===== src/rtl/fmt_pkg.sv =====
`timescale 1ns/1ps
package fmt_pkg;

    typedef enum logic [1:0] {
        FMT_OFFS = 2'b00,
        FMT_TWOS = 2'b01,
        FMT_GRAY = 2'b10,
        FMT_ALT  = 2'b11
    } fmt_e;

    typedef enum logic [1:0] {
        ST_FILL  = 2'b00,
        ST_RUN   = 2'b01,
        ST_SLEEP = 2'b10
    } st_e;

    typedef struct packed {
        logic flag;
        logic over;
        logic under;
    } rng_t;

    localparam int RNG_W = $bits(rng_t);

endpackage


===== src/rtl/fmt_encode.sv =====
`timescale 1ns/1ps
module fmt_encode
    import fmt_pkg::*;
#(
    parameter int DW = 12
) (
    input  logic [DW-1:0] raw_i,
    input  logic          oor_i,
    input  fmt_e          fmt_i,
    output logic [DW-1:0] word_o,
    output rng_t          rng_o
);
    localparam int MSB = DW - 1;

    always_comb begin
        unique case (fmt_i)
            FMT_TWOS: word_o = {~raw_i[MSB], raw_i[MSB-1:0]};
            FMT_GRAY: word_o = raw_i ^ (raw_i >> 1);
            FMT_OFFS: word_o = raw_i;
            FMT_ALT:  word_o = raw_i;
            default:  word_o = raw_i;
        endcase
    end

    // range bits always come from the untouched offset-binary MSB
    always_comb begin
        rng_o.flag  = oor_i;
        rng_o.over  = oor_i &  raw_i[MSB];
        rng_o.under = oor_i & ~raw_i[MSB];
    end

endmodule


===== src/rtl/fmt_delay_line.sv =====
`timescale 1ns/1ps
module fmt_delay_line #(
    parameter int W     = 15,
    parameter int DEPTH = 5
) (
    input  logic         clk,
    input  logic         rst_n,
    input  logic [W-1:0] d_i,
    output logic [W-1:0] q_o
);
    for (genvar i = 0; i < DEPTH; i++) begin : g_stg
        logic [W-1:0] r;
        if (i == 0) begin : g_head
            always_ff @(posedge clk or negedge rst_n) begin
                if (!rst_n) r <= '0;
                else        r <= d_i;
            end
        end else begin : g_tail
            always_ff @(posedge clk or negedge rst_n) begin
                if (!rst_n) r <= '0;
                else        r <= g_stg[i-1].r;
            end
        end
    end

    assign q_o = g_stg[DEPTH-1].r;

endmodule


===== src/rtl/fmt_ctrl.sv =====
`timescale 1ns/1ps
module fmt_ctrl
    import fmt_pkg::*;
#(
    parameter int LAT = 5
) (
    input  logic clk,
    input  logic rst_n,
    input  logic pd_i,
    output logic run_o
);
    localparam int            CW   = $clog2(LAT + 1);
    localparam logic [CW-1:0] LAST = CW'(LAT - 1);
    localparam logic [CW-1:0] ONE  = CW'(1);

    st_e           st, st_nx;
    logic [CW-1:0] cnt, cnt_nx;

    // state register
    always_ff @(posedge clk or negedge rst_n) begin
        if (!rst_n) begin
            st  <= ST_FILL;
            cnt <= '0;
        end else begin
            st  <= st_nx;
            cnt <= cnt_nx;
        end
    end

    // next state
    always_comb begin
        st_nx  = st;
        cnt_nx = cnt;
        if (pd_i) begin
            st_nx  = ST_SLEEP;
            cnt_nx = '0;
        end else begin
            unique case (st)
                ST_FILL: begin
                    if (cnt == LAST) st_nx = ST_RUN;
                    else             cnt_nx = cnt + ONE;
                end
                ST_RUN: begin
                    st_nx = ST_RUN;
                end
                ST_SLEEP: begin
                    st_nx  = ST_FILL;
                    cnt_nx = ONE;
                end
                default: begin
                    st_nx  = ST_FILL;
                    cnt_nx = '0;
                end
            endcase
        end
    end

    // outputs
    always_comb begin
        run_o = (st == ST_RUN);
    end

    p_pd_enter_r10: assert property (@(posedge clk) disable iff (!rst_n)
        pd_i |=> (st == ST_SLEEP));

    p_sleep_exit_r11: assert property (@(posedge clk) disable iff (!rst_n)
        (st == ST_SLEEP && !pd_i) |=> (st == ST_FILL && cnt == ONE));

    p_run_holds_r9: assert property (@(posedge clk) disable iff (!rst_n)
        (st == ST_RUN && !pd_i) |=> (st == ST_RUN));

    p_fill_bound_r9: assert property (@(posedge clk) disable iff (!rst_n)
        (st == ST_FILL) |-> (cnt <= LAST));

endmodule


===== src/rtl/adc_out_fmt.sv =====
`timescale 1ns/1ps
module adc_out_fmt
    import fmt_pkg::*;
#(
    parameter int DW  = 12,
    parameter int LAT = 5
) (
    input  logic          clk,
    input  logic          rst_n,
    input  logic [DW-1:0] core_code,
    input  logic          core_oor,
    input  logic [1:0]    fmt_sel,
    input  logic          pwr_dn,
    output logic [DW-1:0] out_code,
    output logic          out_oor,
    output logic          out_over,
    output logic          out_under,
    output logic          out_valid
);
    localparam int PW = DW + RNG_W;

    logic [DW-1:0] enc_word;
    rng_t          enc_rng;
    logic [PW-1:0] pipe_in, pipe_out;
    logic [DW-1:0] dly_word;
    rng_t          dly_rng;
    logic          run;

    fmt_encode #(.DW(DW)) u_enc (
        .raw_i  (core_code),
        .oor_i  (core_oor),
        .fmt_i  (fmt_e'(fmt_sel)),
        .word_o (enc_word),
        .rng_o  (enc_rng)
    );

    assign pipe_in = {enc_word, enc_rng};

    fmt_delay_line #(.W(PW), .DEPTH(LAT)) u_dly (
        .clk   (clk),
        .rst_n (rst_n),
        .d_i   (pipe_in),
        .q_o   (pipe_out)
    );

    assign {dly_word, dly_rng} = pipe_out;

    fmt_ctrl #(.LAT(LAT)) u_ctl (
        .clk   (clk),
        .rst_n (rst_n),
        .pd_i  (pwr_dn),
        .run_o (run)
    );

    always_comb begin
        if (pwr_dn) begin
            out_code  = '0;
            out_oor   = 1'b0;
            out_over  = 1'b0;
            out_under = 1'b0;
            out_valid = 1'b0;
        end else begin
            out_code  = dly_word;
            out_oor   = dly_rng.flag;
            out_over  = dly_rng.over;
            out_under = dly_rng.under;
            out_valid = run;
        end
    end

    p_no_dual_range_r8: assert property (@(posedge clk) disable iff (!rst_n)
        !(out_over && out_under));

    p_over_needs_flag_r8: assert property (@(posedge clk) disable iff (!rst_n)
        (out_over || out_under) |-> out_oor);

    p_refill_after_pd_r11: assert property (@(posedge clk) disable iff (!rst_n)
        $fell(pwr_dn) |-> !out_valid);

    p_pd_quiet_r10: assert property (@(posedge clk) disable iff (!rst_n)
        pwr_dn |=> (!out_valid || !$past(pwr_dn)));

endmodule


===== config.mk =====
export PLATFORM = sky130hd
export DESIGN_NAME = adc_out_fmt
export DESIGN_NICKNAME = d
export VERILOG_FILES = /design/src/rtl/fmt_pkg.sv /design/src/rtl/fmt_encode.sv /design/src/rtl/fmt_delay_line.sv /design/src/rtl/fmt_ctrl.sv /design/src/rtl/adc_out_fmt.sv
export SDC_FILE = /design/constraint.sdc
export NUM_CORES = 1
export LEC_CHECK = 0
export CORE_MARGIN = 8
export CORE_UTILIZATION = 48
export CTS_BUF_LIST = sky130_fd_sc_hd__clkbuf_4 sky130_fd_sc_hd__clkbuf_8 sky130_fd_sc_hd__clkbuf_16
export CTS_CLUSTER_DIAMETER = 100
export DETAILED_ROUTE_END_ITERATION = 10
export PLACE_DENSITY_LB_ADDON = 0.3
export SYNTH_ARGS = -nofsm -noshare
export SYNTH_HDL_FRONTEND = slang
export SYNTH_HIERARCHICAL = 1
export SYNTH_SLANG_ARGS = --single-unit

===== constraint.sdc =====
create_clock -name clk -period 1.3 [get_ports clk]
set_input_delay 0.13 -clock clk [delete_from_list [all_inputs] [get_ports clk]]
set_output_delay 0.13 -clock clk [all_outputs]
set_load 0.02 [all_outputs]

Yosys cells after proc, flatten, opt, wreduce, memory -nomap -nowiden
Cells that the tools add are included.
Storage, ports and cells
  flip-flop bits (word level): 80
  bits of input ports: 18
  output and inout bits: 16
  word-level logic and storage cells: 37
Cells by class
  add/sub/neg operators: 1
  equal/unequal tests: 9
  muxes and demuxes: 12
  bitwise operators: 4
  reduce and logical (&&, ||, !) cells: 4
Operator list (number)
  one-hot mux 12 bit (3 select lines): 1
  two-way mux 12 bit: 1
  bitwise XOR 12 x 11 -> 12 bit: 1
  one-hot mux 3 bit (3 select lines): 1
  == test 2 bit, second input constant: 3
  two-way mux 3 bit: 2
  == test 2 x 1 -> 1 bit, second input constant: 2
  zero test 2 bit: 2
  two-way mux 1 bit: 4
  two-way mux 2 bit: 2
  one-hot mux 2 bit (2 select lines): 1
  adder 3 x 1 -> 3 bit, second input constant: 1
  == test 3 bit, second input constant: 1
  != test 3 x 2 -> 1 bit, second input constant: 1
  != test 3 bit, second input constant: 1
  AND 1 bit: 2
  != test 2 bit, second input constant: 1
  AND reduction 2 bit: 1
  OR reduction 2 bit: 1
  inverter 1 bit: 1

Longest topological paths before layout
  depth in word-level cells: 4
  mapped depth: 6
  mapped depth without buffers: 5

Hierarchy
Netlist, hierarchy kept.
By module, submodules not included
  fmt_delay_line: times used 1, cells each 75, area each 1876.8 um^2, seq. area each 1876.8 um^2
  fmt_encode: times used 1, cells each 60, area each 455.4 um^2, seq. area each 0.0 um^2
  fmt_ctrl: times used 1, cells each 23, area each 246.5 um^2, seq. area each 125.1 um^2
  adc_out_fmt: times used 1, cells each 17, area each 143.9 um^2, seq. area each 0.0 um^2

Least setup slack after synthesis
No wires, ideal clock.
  path type: reg2reg
  from: reg u_ctl.cnt[0]
  to: reg u_ctl.cnt[1]
  library setup time: 0.122 ns
  arrival: 1.069 ns
  required time: 1.178 ns
  path slack: 0.109 ns
  cell stages (with the launch flop): 6
  buffers on the path: 0
  period minus slack after synthesis: 1.191 ns
  cells stage by stage: dfrtp_1 inv_1 ha_1 a21oi_2 mux2i_1 nor3_2
Between the ends
  cells in the longest elaborated chain, start to end: 4
  elaborated cells between the ends (all ways): 7
  those cells by class: 1 x add/sub; 2 x eq/ne; 3 x mux; 1 x reduce/logical
Ends and longest elaborated chain
  start, declared: RTL line fmt_ctrl.sv:17  | logic [CW-1:0] cnt, cnt_nx;
  start signal, assigned: RTL line fmt_ctrl.sv:26  | cnt <= cnt_nx;
  adder 3 x 1 -> 3 bit: RTL line fmt_ctrl.sv:41  | else cnt_nx = cnt + ONE;
  two-way mux 3 bit: RTL line fmt_ctrl.sv:40  | if (cnt == LAST) st_nx = ST_RUN;
  one-hot mux 3 bit (3 select lines): RTL line fmt_ctrl.sv:38  | unique case (st)
  two-way mux 3 bit: RTL line fmt_ctrl.sv:34  | if (pd_i) begin
Several ways; a longest one is shown, not always the timed one. The select of a mux whose other input is x is not followed.
A chain may end at the register's enable or synchronous reset.

Worst setup path after layout
  from: reg u_ctl.st[0]
  to: out out_valid
Between the ends
  cells in the longest elaborated chain, start to end: 2
Ends and longest elaborated chain
  start, declared: RTL line fmt_ctrl.sv:16  | st_e st, st_nx;
  start signal, assigned: RTL line fmt_ctrl.sv:25  | st <= st_nx;
  == test 2 x 1 -> 1 bit: RTL line fmt_ctrl.sv:60  | run_o = (st == ST_RUN);
  named net run: RTL line adc_out_fmt.sv:27  | logic run;
  two-way mux 1 bit: RTL line adc_out_fmt.sv:56  | if (pwr_dn) begin
  end, declared: RTL line adc_out_fmt.sv:18  | output logic out_valid
The timed path passes the listed nets, and every way through them passes these cells.

==> qor.csv <==
metric;value;unit
skew;0.00305;ns
grt_overflow;0;
numCtsBuffers;9;
grt_max_degree;35;
avgSynthCellArea;15.6;sq um
area_delta_synth_final;27.9;%
finalHoldViolCount;0;
core;5510;sq um
yosys.area.top_type;dfrtp_1;
via_count;1422;
fmax;788;MHz
r2r_start;u_ctl/cnt[0]$_DFFE_PN0P_;
ys_seq_elements;80;
final_net_count;247;
clkSlewWorstSetupHoldPaths;0.07;ns
yosys_warnings;6;
h-tree-depth;3;
critPathLaunch;u_ctl/st[0]$_DFFE_PN0P_;
ant_nets;0;
track_usage;0.0980;
synth_cells;175;
max-clock-path-buffers;2;
pwr-share-comb;0.082;
power.internal;4190;uW
die_x;91.3;microns
power_density;1500;nW/um^2
vias_per_cell;4.71;
synthArstFlopShare;1.00;
ir_worst_vdd;0.643;mV
dpl.hpwl;2.43;mm
seqPwrFrac;0.528;
drtPass1Iterations;4;
status;completed;
grt_pass1_vias;1463;
synth_edf_count;0;
endpoint;out_valid;
die_h;91.3;microns
io_buffers;33;
slew_headroom;0.727;
r2r-end;u_ctl/cnt[1]$_DFFE_PN0P_;
finalPower;5230;uW
swShare;0.200;
synthFlopType;dfrtp_1;
end_kind;primary output;
antennaDiodeCount;0;
cts_root_buf;clkbuf_8;
design.die.area;8340;sq um
worst-setup-path-type;flop to primary output;
antenna_found_initial;0;
worstHoldPathType;input pin to async pin;
maxSlewViolCount;0;
clkLatencyLatePin;0.33;ns
tns;0;ns
cp.arrival;1.14;ns
whs;0.268;ns
setup-violations-final;0;
drive_above_1_share;0.283;
tightest_slew;0.410;ns
drc_errors;0;
reg2reg_depth;5;
start_kind;flop;
finalCritPeriodShare;0.976;
io_pins;34;
cts_tree;yes;
cp_max_fo;2;
p_switching;1050;uW
rows;27;
drtIter0Drc;29;
final_util;0.632;
pwr-share-clk;0.390;
routabilityCongestion;0.717;
critPathRequiredTime;1.17;ns
yosys-top-cells-area;dfrtp_1, nand4bb_1, nand3b_1, nor2b_2, and2b_2;
grt_first_pass_wirelength;6.47;mm
syn_nets;197;
totalWireLength;3.57;mm
rsz0062_at_grt;yes;
wire_per_inst;11.8;microns
final.fill_count;420;
cts.sinks;80;
yosysUniqueCellTypes;31;
initial_utilization;0.494;
yosysSeqAreaShare;0.735;
reg2reg_slack;0.10;ns
leakage;0.00159;uW
min_period;1.27;ns
drv_cap;0;
synth_top_area_frac;0.735;
synth_area;2720;sq um
routing by layer:
layer / track usage / part of all wire / vias up
li1: - / - / 691
met1: 0.104 / 0.42 / 686
met2: 0.153 / 0.49 / 40
met3: 0.0453 / 0.068 / 5
met4: 0.0696 / 0.019 / 0
met5: 0 / 0 / -
layout make-up:
cell class	instances	area (sq um)	area share
repair buffers	47	492	0.141
flip-flops and latches	80	2000	0.575
inverters	6	22.5	0.00647
well taps	72	90.1	0.0259
clock buffers	9	124	0.0356
clock inverters	7	110	0.0316
multi-input cells	81	642	0.184
metrics by stage:
step	setup WS [ns]	cell area [sq um]	instances
3_3_place_gp	-0.371	3170	283
3_5_place_dp	-0.382	3170	283
6_report	0.0314	3480	302
2_1_floorplan	0.109	2720	175
4_1_cts	-0.00652	3450	301
5_1_grt	-0.0283	3480	302
synth_stat cells, types with 3 or more instances:
library cell / n
o21ai_1: 10
ha_1: 4
buf_6: 4
nand3_1: 9
nand3b_1: 10
nand4bb_1: 10
inv_1: 6
nor2_1: 3
nor2b_2: 7
nor2b_1: 4
and2b_2: 6
dfrtp_1: 80
cell usage in the layout, fill, tap and decap left out, types with 3 or more instances in the layout:
cell type | netlist | routed
clkinv_2 | 0 | 4
nor2b_2 | 7 | 7
clkdlybuf4s50_1 | 0 | 15
bufinv_16 | 0 | 3
nor2b_1 | 4 | 4
clkbuf_8 | 0 | 9
dfrtp_1 | 80 | 80
clkdlybuf4s15_2 | 0 | 11
nand3b_1 | 10 | 10
nand4bb_1 | 10 | 10
o21ai_1 | 10 | 10
inv_1 | 6 | 4
buf_4 | 1 | 11
dlygate4sd2_1 | 0 | 3
and2b_2 | 6 | 6
nand3_1 | 9 | 9
power groups by stage:
| stage | Combinational (uW) | Sequential, uW | Clock [uW] |
|---|---|---|---|
| after detailed placement | 427 | 2810 | 0 |
| after floorplan | 217 | 2790 | 0 |
| final | 431 | 2760 | 2040 |
| after global routing | 479 | 2780 | 2210 |
| after CTS | 430 | 2760 | 2110 |
| after global placement | 418 | 2800 | 0 |
critical path, stage by stage (launching register included):
cell and delay [ns]:
dfrtp_1 0.39, inv_2 0.07, nor2_2 0.04, and2b_2 0.19
buf_6 0.13
flip-flops by register name, indices dropped and copies added (netlist names):
name and count:
u_dly/g_stg.r 60, u_ctl/st 2, u_dly/q_o 15, u_ctl/cnt 3
cell families (layout without fill, tap and decap cells):
group           after synthesis  after routing  synth area share
mux                           1              1           0.00368
buf+inv                      14             69            0.0381
compound gates               19             19            0.0427
flops                        80             80             0.735
fa+ha+maj                     4              4            0.0184
simple gates                 57             57             0.162
how the worst min path moves through the flow:
stage | startpoint | endpoint | slack [ns] | depth (start not counted)
after floorplan | rst_n | u_ctl/cnt[0]$_DFFE_PN0P_ | -0.17 | 0
after global placement | rst_n | u_dly/g_stg[0].r[2]$_DFF_PN0_ | 0.09 | 1
after detailed placement | rst_n | u_dly/g_stg[0].r[2]$_DFF_PN0_ | 0.09 | 1
after CTS | rst_n | u_dly/g_stg[0].r[2]$_DFF_PN0_ | 0.26 | 2
after global routing | core_oor | u_dly/g_stg[0].r[2]$_DFF_PN0_ | 0.27 | 1
final | rst_n | u_dly/g_stg[0].r[2]$_DFF_PN0_ | 0.27 | 2
repair_timing:
action	in CTS	in global routing
hold buffers	1	0
gates resized for setup	45	10
endpoints found under the hold margin	31	0
endpoints found under the setup margin	17	5
buffers inserted	0	1
cloned	1	0
pin swaps	1	2
No activity file was read; power rests on OpenSTA's default activity.
